===== config.mk =====
export PLATFORM = sky130hd
export DESIGN_NAME = trim_lut_elem
export DESIGN_NICKNAME = d
export VERILOG_FILES = /design/src/rtl/trim_lut_pkg.sv /design/src/rtl/tle_cfg_chain.sv /design/src/rtl/tle_mux_tree.sv /design/src/rtl/tle_out_sel.sv /design/src/rtl/trim_lut_elem.sv
export SDC_FILE = /design/constraint.sdc
export NUM_CORES = 1
export LEC_CHECK = 0
export ABC_AREA = 1
export ABC_CLOCK_PERIOD_IN_PS = 3200
export BUFFER_PORTS_ARGS = -buffer_cell sky130_fd_sc_hd__buf_2
export CAP_MARGIN = 20
export CORE_MARGIN = 2
export CORE_UTILIZATION = 35
export CTS_CLUSTER_DIAMETER = 120
export CTS_CLUSTER_SIZE = 16
export DETAILED_ROUTE_END_ITERATION = 6
export PLACE_DENSITY_LB_ADDON = 0.25
export SYNTH_ARGS = -nofsm -noshare
export SYNTH_HDL_FRONTEND = slang
export SYNTH_HIERARCHICAL = 1
export SYNTH_SLANG_ARGS = --single-unit
export TNS_END_PERCENT = 50

===== constraint.sdc =====
create_clock -name clk -period 3.2 [get_ports clk]
set_input_delay 0.48 -clock clk [delete_from_list [all_inputs] [get_ports clk]]
set_output_delay 0.48 -clock clk [all_outputs]
set_load 0.05 [all_outputs]

===== src/rtl/trim_lut_pkg.sv =====
package trim_lut_pkg;

  function automatic int unsigned table_cells(input int unsigned k);
    return 32'd1 << k;
  endfunction

  function automatic int unsigned chain_len(input int unsigned wide_k,
                                            input int unsigned narrow_k);
    return table_cells(wide_k) + table_cells(narrow_k) + 1;
  endfunction

  function automatic int unsigned tree_muxes(input int unsigned k);
    return table_cells(k) - 1;
  endfunction

endpackage


===== src/rtl/tle_cfg_chain.sv =====
module tle_cfg_chain #(
  parameter int unsigned LEN = 49
) (
  input  logic           clk,
  input  logic           rst_n,
  input  logic           shift_en,
  input  logic           ser_in,
  output logic [LEN-1:0] cells,
  output logic           ser_out
);
  always_ff @(posedge clk or negedge rst_n) begin
    if (!rst_n) begin
      cells <= '0;
    end else if (shift_en) begin
      cells <= {ser_in, cells[LEN-1:1]};
    end
  end

  assign ser_out = cells[0];
endmodule


===== src/rtl/tle_mux_tree.sv =====
module tle_mux_tree #(
  parameter int unsigned K = 5,
  localparam int unsigned N = 1 << K
) (
  input  logic [N-1:0] cells,
  input  logic [K-1:0] sel,
  output logic         y
);
  for (genvar e = 0; e <= K; e++) begin : lvl_g
    localparam int unsigned W = 1 << (K - e);
    logic [W-1:0] v;
    if (e == 0) begin : g_leaf
      assign v = cells;
    end else begin : g_node
      for (genvar m = 0; m < W; m++) begin : g_mux
        assign v[m] = sel[e-1] ? lvl_g[e-1].v[2*m+1] : lvl_g[e-1].v[2*m];
      end
    end
  end

  assign y = lvl_g[K].v[0];
endmodule


===== src/rtl/tle_out_sel.sv =====
module tle_out_sel (
  input  logic dec,
  input  logic pol,
  input  logic wide_res,
  input  logic narrow_res,
  output logic pol_hit,
  output logic y
);
  assign pol_hit = pol ? ~dec : dec;
  assign y       = pol_hit ? narrow_res : wide_res;
endmodule


===== src/rtl/trim_lut_elem.sv =====
module trim_lut_elem
  import trim_lut_pkg::*;
#(
  parameter int unsigned WIDE_K   = 5,
  parameter int unsigned NARROW_K = 4
) (
  input  logic          clk,
  input  logic          rst_n,
  input  logic          cfg_en,
  input  logic          cfg_in,
  output logic          cfg_out,
  input  logic [WIDE_K:0] x_in,
  output logic          lut_out
);
  localparam int unsigned WIDE_N   = table_cells(WIDE_K);
  localparam int unsigned NARROW_N = table_cells(NARROW_K);
  localparam int unsigned CFG_LEN  = chain_len(WIDE_K, NARROW_K);

  logic [CFG_LEN-1:0] cells;
  logic               wide_res;
  logic               narrow_res;
  logic               pol_hit;
  logic               y_raw;

  tle_cfg_chain #(.LEN(CFG_LEN)) u_chain (
    .clk      (clk),
    .rst_n    (rst_n),
    .shift_en (cfg_en),
    .ser_in   (cfg_in),
    .cells    (cells),
    .ser_out  (cfg_out)
  );

  tle_mux_tree #(.K(WIDE_K)) u_wide (
    .cells (cells[WIDE_N-1:0]),
    .sel   (x_in[WIDE_K-1:0]),
    .y     (wide_res)
  );

  tle_mux_tree #(.K(NARROW_K)) u_narrow (
    .cells (cells[WIDE_N+NARROW_N-1:WIDE_N]),
    .sel   (x_in[NARROW_K-1:0]),
    .y     (narrow_res)
  );

  tle_out_sel u_sel (
    .dec        (x_in[WIDE_K]),
    .pol        (cells[CFG_LEN-1]),
    .wide_res   (wide_res),
    .narrow_res (narrow_res),
    .pol_hit    (pol_hit),
    .y          (y_raw)
  );

  assign lut_out = cfg_en ? 1'b0 : y_raw;
endmodule


== Word level (Yosys, flattened, before mapping) ==
Index checks and enable logic that the tools add are counted.

* $mul: 0
* Shifts and indexed selects: 0
* Eq/ne operators: 0
* Divide/modulo/power cells: 0
* Bitwise operators: 1
* Multiplexer cells: 49
* Order comparisons: 0
* Add/sub/neg operators: 0
* Reductions and logical operators: 0

{| class="wikitable"
|+ Operator list
! cell !! number
|-
| 2-to-1 mux 1 bit || 49
|-
| inverter 1 bit || 1
|}

* Bits in latches: 0
* Bits in read-only memories: 0
* RAM bits: 0
* Register bits after elaboration: 49
* Memories: 0

== Longest topological paths before layout ==
* Word-level depth: 7
* Depth in mapped cells: 15

== Hierarchy ==
Netlist, hierarchy kept.

{| class="wikitable"
|+ Modules (own cells, without submodules)
! module !! times used !! cells an instance !! sequential area each (µm²) !! area an instance (µm²)
|-
| tle_cfg_chain || 1 || 209 || 1,226.2 || 1,865.5
|-
| tle_mux_tree (u_wide) || 1 || 78 || 0.0 || 375.4
|-
| tle_mux_tree (u_narrow) || 1 || 50 || 0.0 || 230.2
|-
| tle_out_sel || 1 || 10 || 0.0 || 40.0
|-
| trim_lut_elem || 1 || 2 || 0.0 || 10.0
|}

== Worst setup path after synthesis ==
No wires, ideal clock.

* Path type: flip-flop to output port
* From: reg u_chain.cells[0]
* To: out lut_out
* Arrival time: 1.758 ns
* Slack: 0.962 ns
* Required time: 2.720 ns
* Stages on the path, launching flop included: 14
* Cells stage by stage: dfrtp_1 > buf_4 > nand2_2 > nand3_1 > nand3_1 > nand2_1 > nand2_1 > nand2_1 > nand2_1 > nand2_1 > nand3_1 > nand2_1 > inv_1 > nor2_2

* Cells in the longest elaborated chain, start to end: 7

{| class="wikitable"
|+ RTL lines
! item !! RTL line !! source
|-
| from (decl) || tle_cfg_chain.sv:8 || <nowiki>output logic [LEN-1:0] cells,</nowiki>
|-
| from (signal assigned) || tle_cfg_chain.sv:15 || <nowiki>cells <= {ser_in, cells[LEN-1:1]};</nowiki>
|-
| 2-to-1 mux 1 bit (5 in a row) || tle_mux_tree.sv:16 || <nowiki>assign v[m] = sel[e-1] ? lvl_g[e-1].v[2*m+1] : lvl_g[e-1].v[2*m];</nowiki>
|-
| net wide_res || trim_lut_elem.sv:20 || <nowiki>logic wide_res;</nowiki>
|-
| 2-to-1 mux 1 bit || tle_out_sel.sv:10 || <nowiki>assign y = pol_hit ? narrow_res : wide_res;</nowiki>
|-
| net y_raw || trim_lut_elem.sv:23 || <nowiki>logic y_raw;</nowiki>
|-
| 2-to-1 mux 1 bit || trim_lut_elem.sv:55 || <nowiki>assign lut_out = cfg_en ? 1'b0 : y_raw;</nowiki>
|-
| to (decl) || trim_lut_elem.sv:13 || <nowiki>output logic lut_out</nowiki>
|}

The timed path passes the listed nets, and every way through them passes these cells.

== Final worst setup path ==
* From: in x_in[0]
* To: out lut_out

* Cells in the longest elaborated chain, start to end: 7
* Elaborated cells between the ends (all ways): 48
* Classes of those cells: mux (48)

{| class="wikitable"
|+ RTL lines
! item !! RTL line !! source
|-
| from (decl) || trim_lut_elem.sv:12 || <nowiki>input logic [WIDE_K:0] x_in,</nowiki>
|-
| 2-to-1 mux 1 bit (4 in a row) || tle_mux_tree.sv:16 ||
|-
| 2-to-1 mux 1 bit (*) || tle_mux_tree.sv:16 ||
|-
| net wide_res || trim_lut_elem.sv:20 ||
|-
| 2-to-1 mux 1 bit (*) || tle_out_sel.sv:10 ||
|-
| net y_raw || trim_lut_elem.sv:23 ||
|-
| 2-to-1 mux 1 bit (*) || trim_lut_elem.sv:55 ||
|}

The timed path passes the listed nets; every way through them passes the cells marked *.

==> impl_metrics.tcl <==
set metrics [dict create \
    fin_skew_ns 0.00305 \
    synth_nets 358 \
    vdd.ir_drop.worst_mv 0.176 \
    cts_setup_buffers 0 \
    tightest_slew_ns 0.811 \
    fin_crit_sh 0.799 \
    min_period_ns 2.56 \
    worst_slew_margin_rel 0.459 \
    die_area_um2 7890 \
    routabilityCongestion 0.786 \
    diodes 0 \
    cts_max_level 2 \
    worst-path-stages 15 \
    rsz0062_at_grt "no" \
    ant_nets 0 \
    die_w_um 88.8 \
    insertion_delay_ns 0.30 \
    end_kind "output port" \
    cts_inserted_buffers 5 \
    worst_path_most_repeated_cell "nand2_1" \
    clockRootBuffer "clkbuf_8" \
    port_buffers 11 \
    core_um2 6870 \
    reg2reg_from "u_chain/cells[48]" \
    worstPathRequired_ns 2.72 \
    final.setup.tns_ns 0 \
    cap_violations 0 \
    crit_slowest_cell "buf_2" \
    viasPerCell 4.52 \
    grt_pass1_wl_um 9030 \
    start_util 0.366 \
    ff2ff_path_depth 2 \
    num_io_pins 12 \
    row_count 30 \
    antenna_found_initial 0 \
    worst-path-buf-inv 4 \
    ctsResizeCount 0 \
    grt_usage 0.146 \
    startpoint "x_in[0]" \
    synth_warnings 6 \
    grt_max_degree 50 \
    final_nets 361 \
    maxSlewViolCount 0 \
    place_area_um2 2560 \
    power_density_nw_per_um2 483 \
    p_clk_frac 0.289 \
    drive_above_1_share 0.105 \
    path_max_fanout 26 \
    drt-total-wl_um 5130 \
    syn_to_final_growth_pct 5.81 \
    p_sw_w 0.000372 \
    p_leak_nw 1.50 \
    crit_end "lut_out" \
    p_int_w 0.000915 \
    cts_tree "built" \
    setup_violations 0 \
    reg2reg_slack_ns 2.51 \
    largest_reg_flops 49 \
    worstReg2RegEnd "u_chain/cells[48]" \
    clkSinkCount 49 \
    max_clock_freq_mhz 391 \
    cts-hold-fix-buffers 0 \
    regMostFlops "u_chain/cells" \
    start_kind "input port" \
    postSynthAreaPerCell_um2 7.23 \
    drc 0 \
    path_class "in -> out" \
    netlist_area_um2 2520 \
    drt_iter0_drc 93 \
    grt_overflow 0 \
    hold_viol 0 \
    largestRegisters "u_chain/cells x49" \
    vias 2020 \
    crit_arrival_ns 2.08 \
    stdcell_area_um2 2660 \
    run_status "finished clean" \
    p_comb_frac 0.146 \
    dr.pass1.iters 7 \
    nFillCells 741 \
    min_path_type "in -> async" \
    die_y_um 88.8 \
    clk_path_buf_depth 2 \
    crit_chain "buf_2 -> inv_6 -> nand2_1 -> nand3_1 -> nand3_1 -> nand2_1 -> nand2_1 -> nand2_1 -> nand2_1 -> nand2_1 -> nand3_1 -> nand2_1 -> inv_1 -> nor2_2 -> buf_2" \
    grt_pass1_vias 1997 \
    wl_per_cell_um 11.5 \
    p_sw_frac 0.289 \
    cp_slowest_stage_delay_ns 0.46 \
    sequentialPowerShare 0.566 \
    post-dp-hpwl_um 3230 \
    path_delay_family "buffers and inverters" \
    cts.clk_slew.worst_paths_ns 0.09 \
    syn-instance-count 348 \
]
## through the flow
step	total power, W	utilization	cells	setup WS, ns	hold WS [ns]
after floorplan	0.000877	-	348	0.963	0.184
after global placement	0.000923	0.372	439	0.677	0.483
after detailed placement	0.000926	0.372	439	0.658	0.487
after CTS	0.00130	0.385	446	0.657	0.373
after global routing	0.00137	0.388	447	0.493	0.0360
final	0.00129	0.388	447	0.642	0.0317
## worst min path at each step
stage / from / end / slack [ns] / depth (start not counted)
6_report: rst_n / u_chain/cells[37] / 0.03 / 1
5_1_grt: rst_n / u_chain/cells[37] / 0.04 / 1
4_1_cts: cfg_in / u_chain/cells[48] / 0.37 / 3
3_5_place_dp: u_chain/cells[45] / u_chain/cells[45] / 0.49 / 2
3_3_place_gp: u_chain/cells[47] / u_chain/cells[47] / 0.48 / 2
2_1_floorplan: rst_n / u_chain/cells[0] / 0.18 / 0
## layout make-up
| class | instances | area, um2 | share of cell area |
|---|---|---|---|
| Clock buffer | 7 | 86.3 | 0.0324 |
| Multi-Input combinational cell | 257 | 1040 | 0.391 |
| Timing Repair Buffer | 13 | 82.6 | 0.0310 |
| Sequential cell | 49 | 1230 | 0.460 |
| Tap cell | 96 | 120 | 0.0451 |
| Inverter | 25 | 106 | 0.0399 |
## layer usage
metal | global-route usage | vias to the layer above | routed length, um
met1 | 0.185 | 943 | 2610
met3 | 0.0354 | 2 | 148
met5 | 0 | - | 0
met2 | 0.246 | 25 | 2360
li1 | - | 1050 | -
met4 | 0.0441 | 0 | 21
## layout by cell type, fill, tap and decap left out, drive strengths merged
master / count
clkbuf: 7
inv: 25
nor2: 1
buf: 13
dfrtp: 49
nand3: 38
nand2: 218
## power groups by stage
stage / logic (W) / registers [W] / clock network, W
CTS: 0.000187 / 0.000728 / 0.000387
global placement: 0.000182 / 0.000741 / 0
floorplan: 0.000152 / 0.000726 / 0
global route: 0.000218 / 0.000736 / 0.000411
finish: 0.000187 / 0.000728 / 0.000372
detailed placement: 0.000186 / 0.000740 / 0
Note: power is estimated with default switching activity, not from simulation.
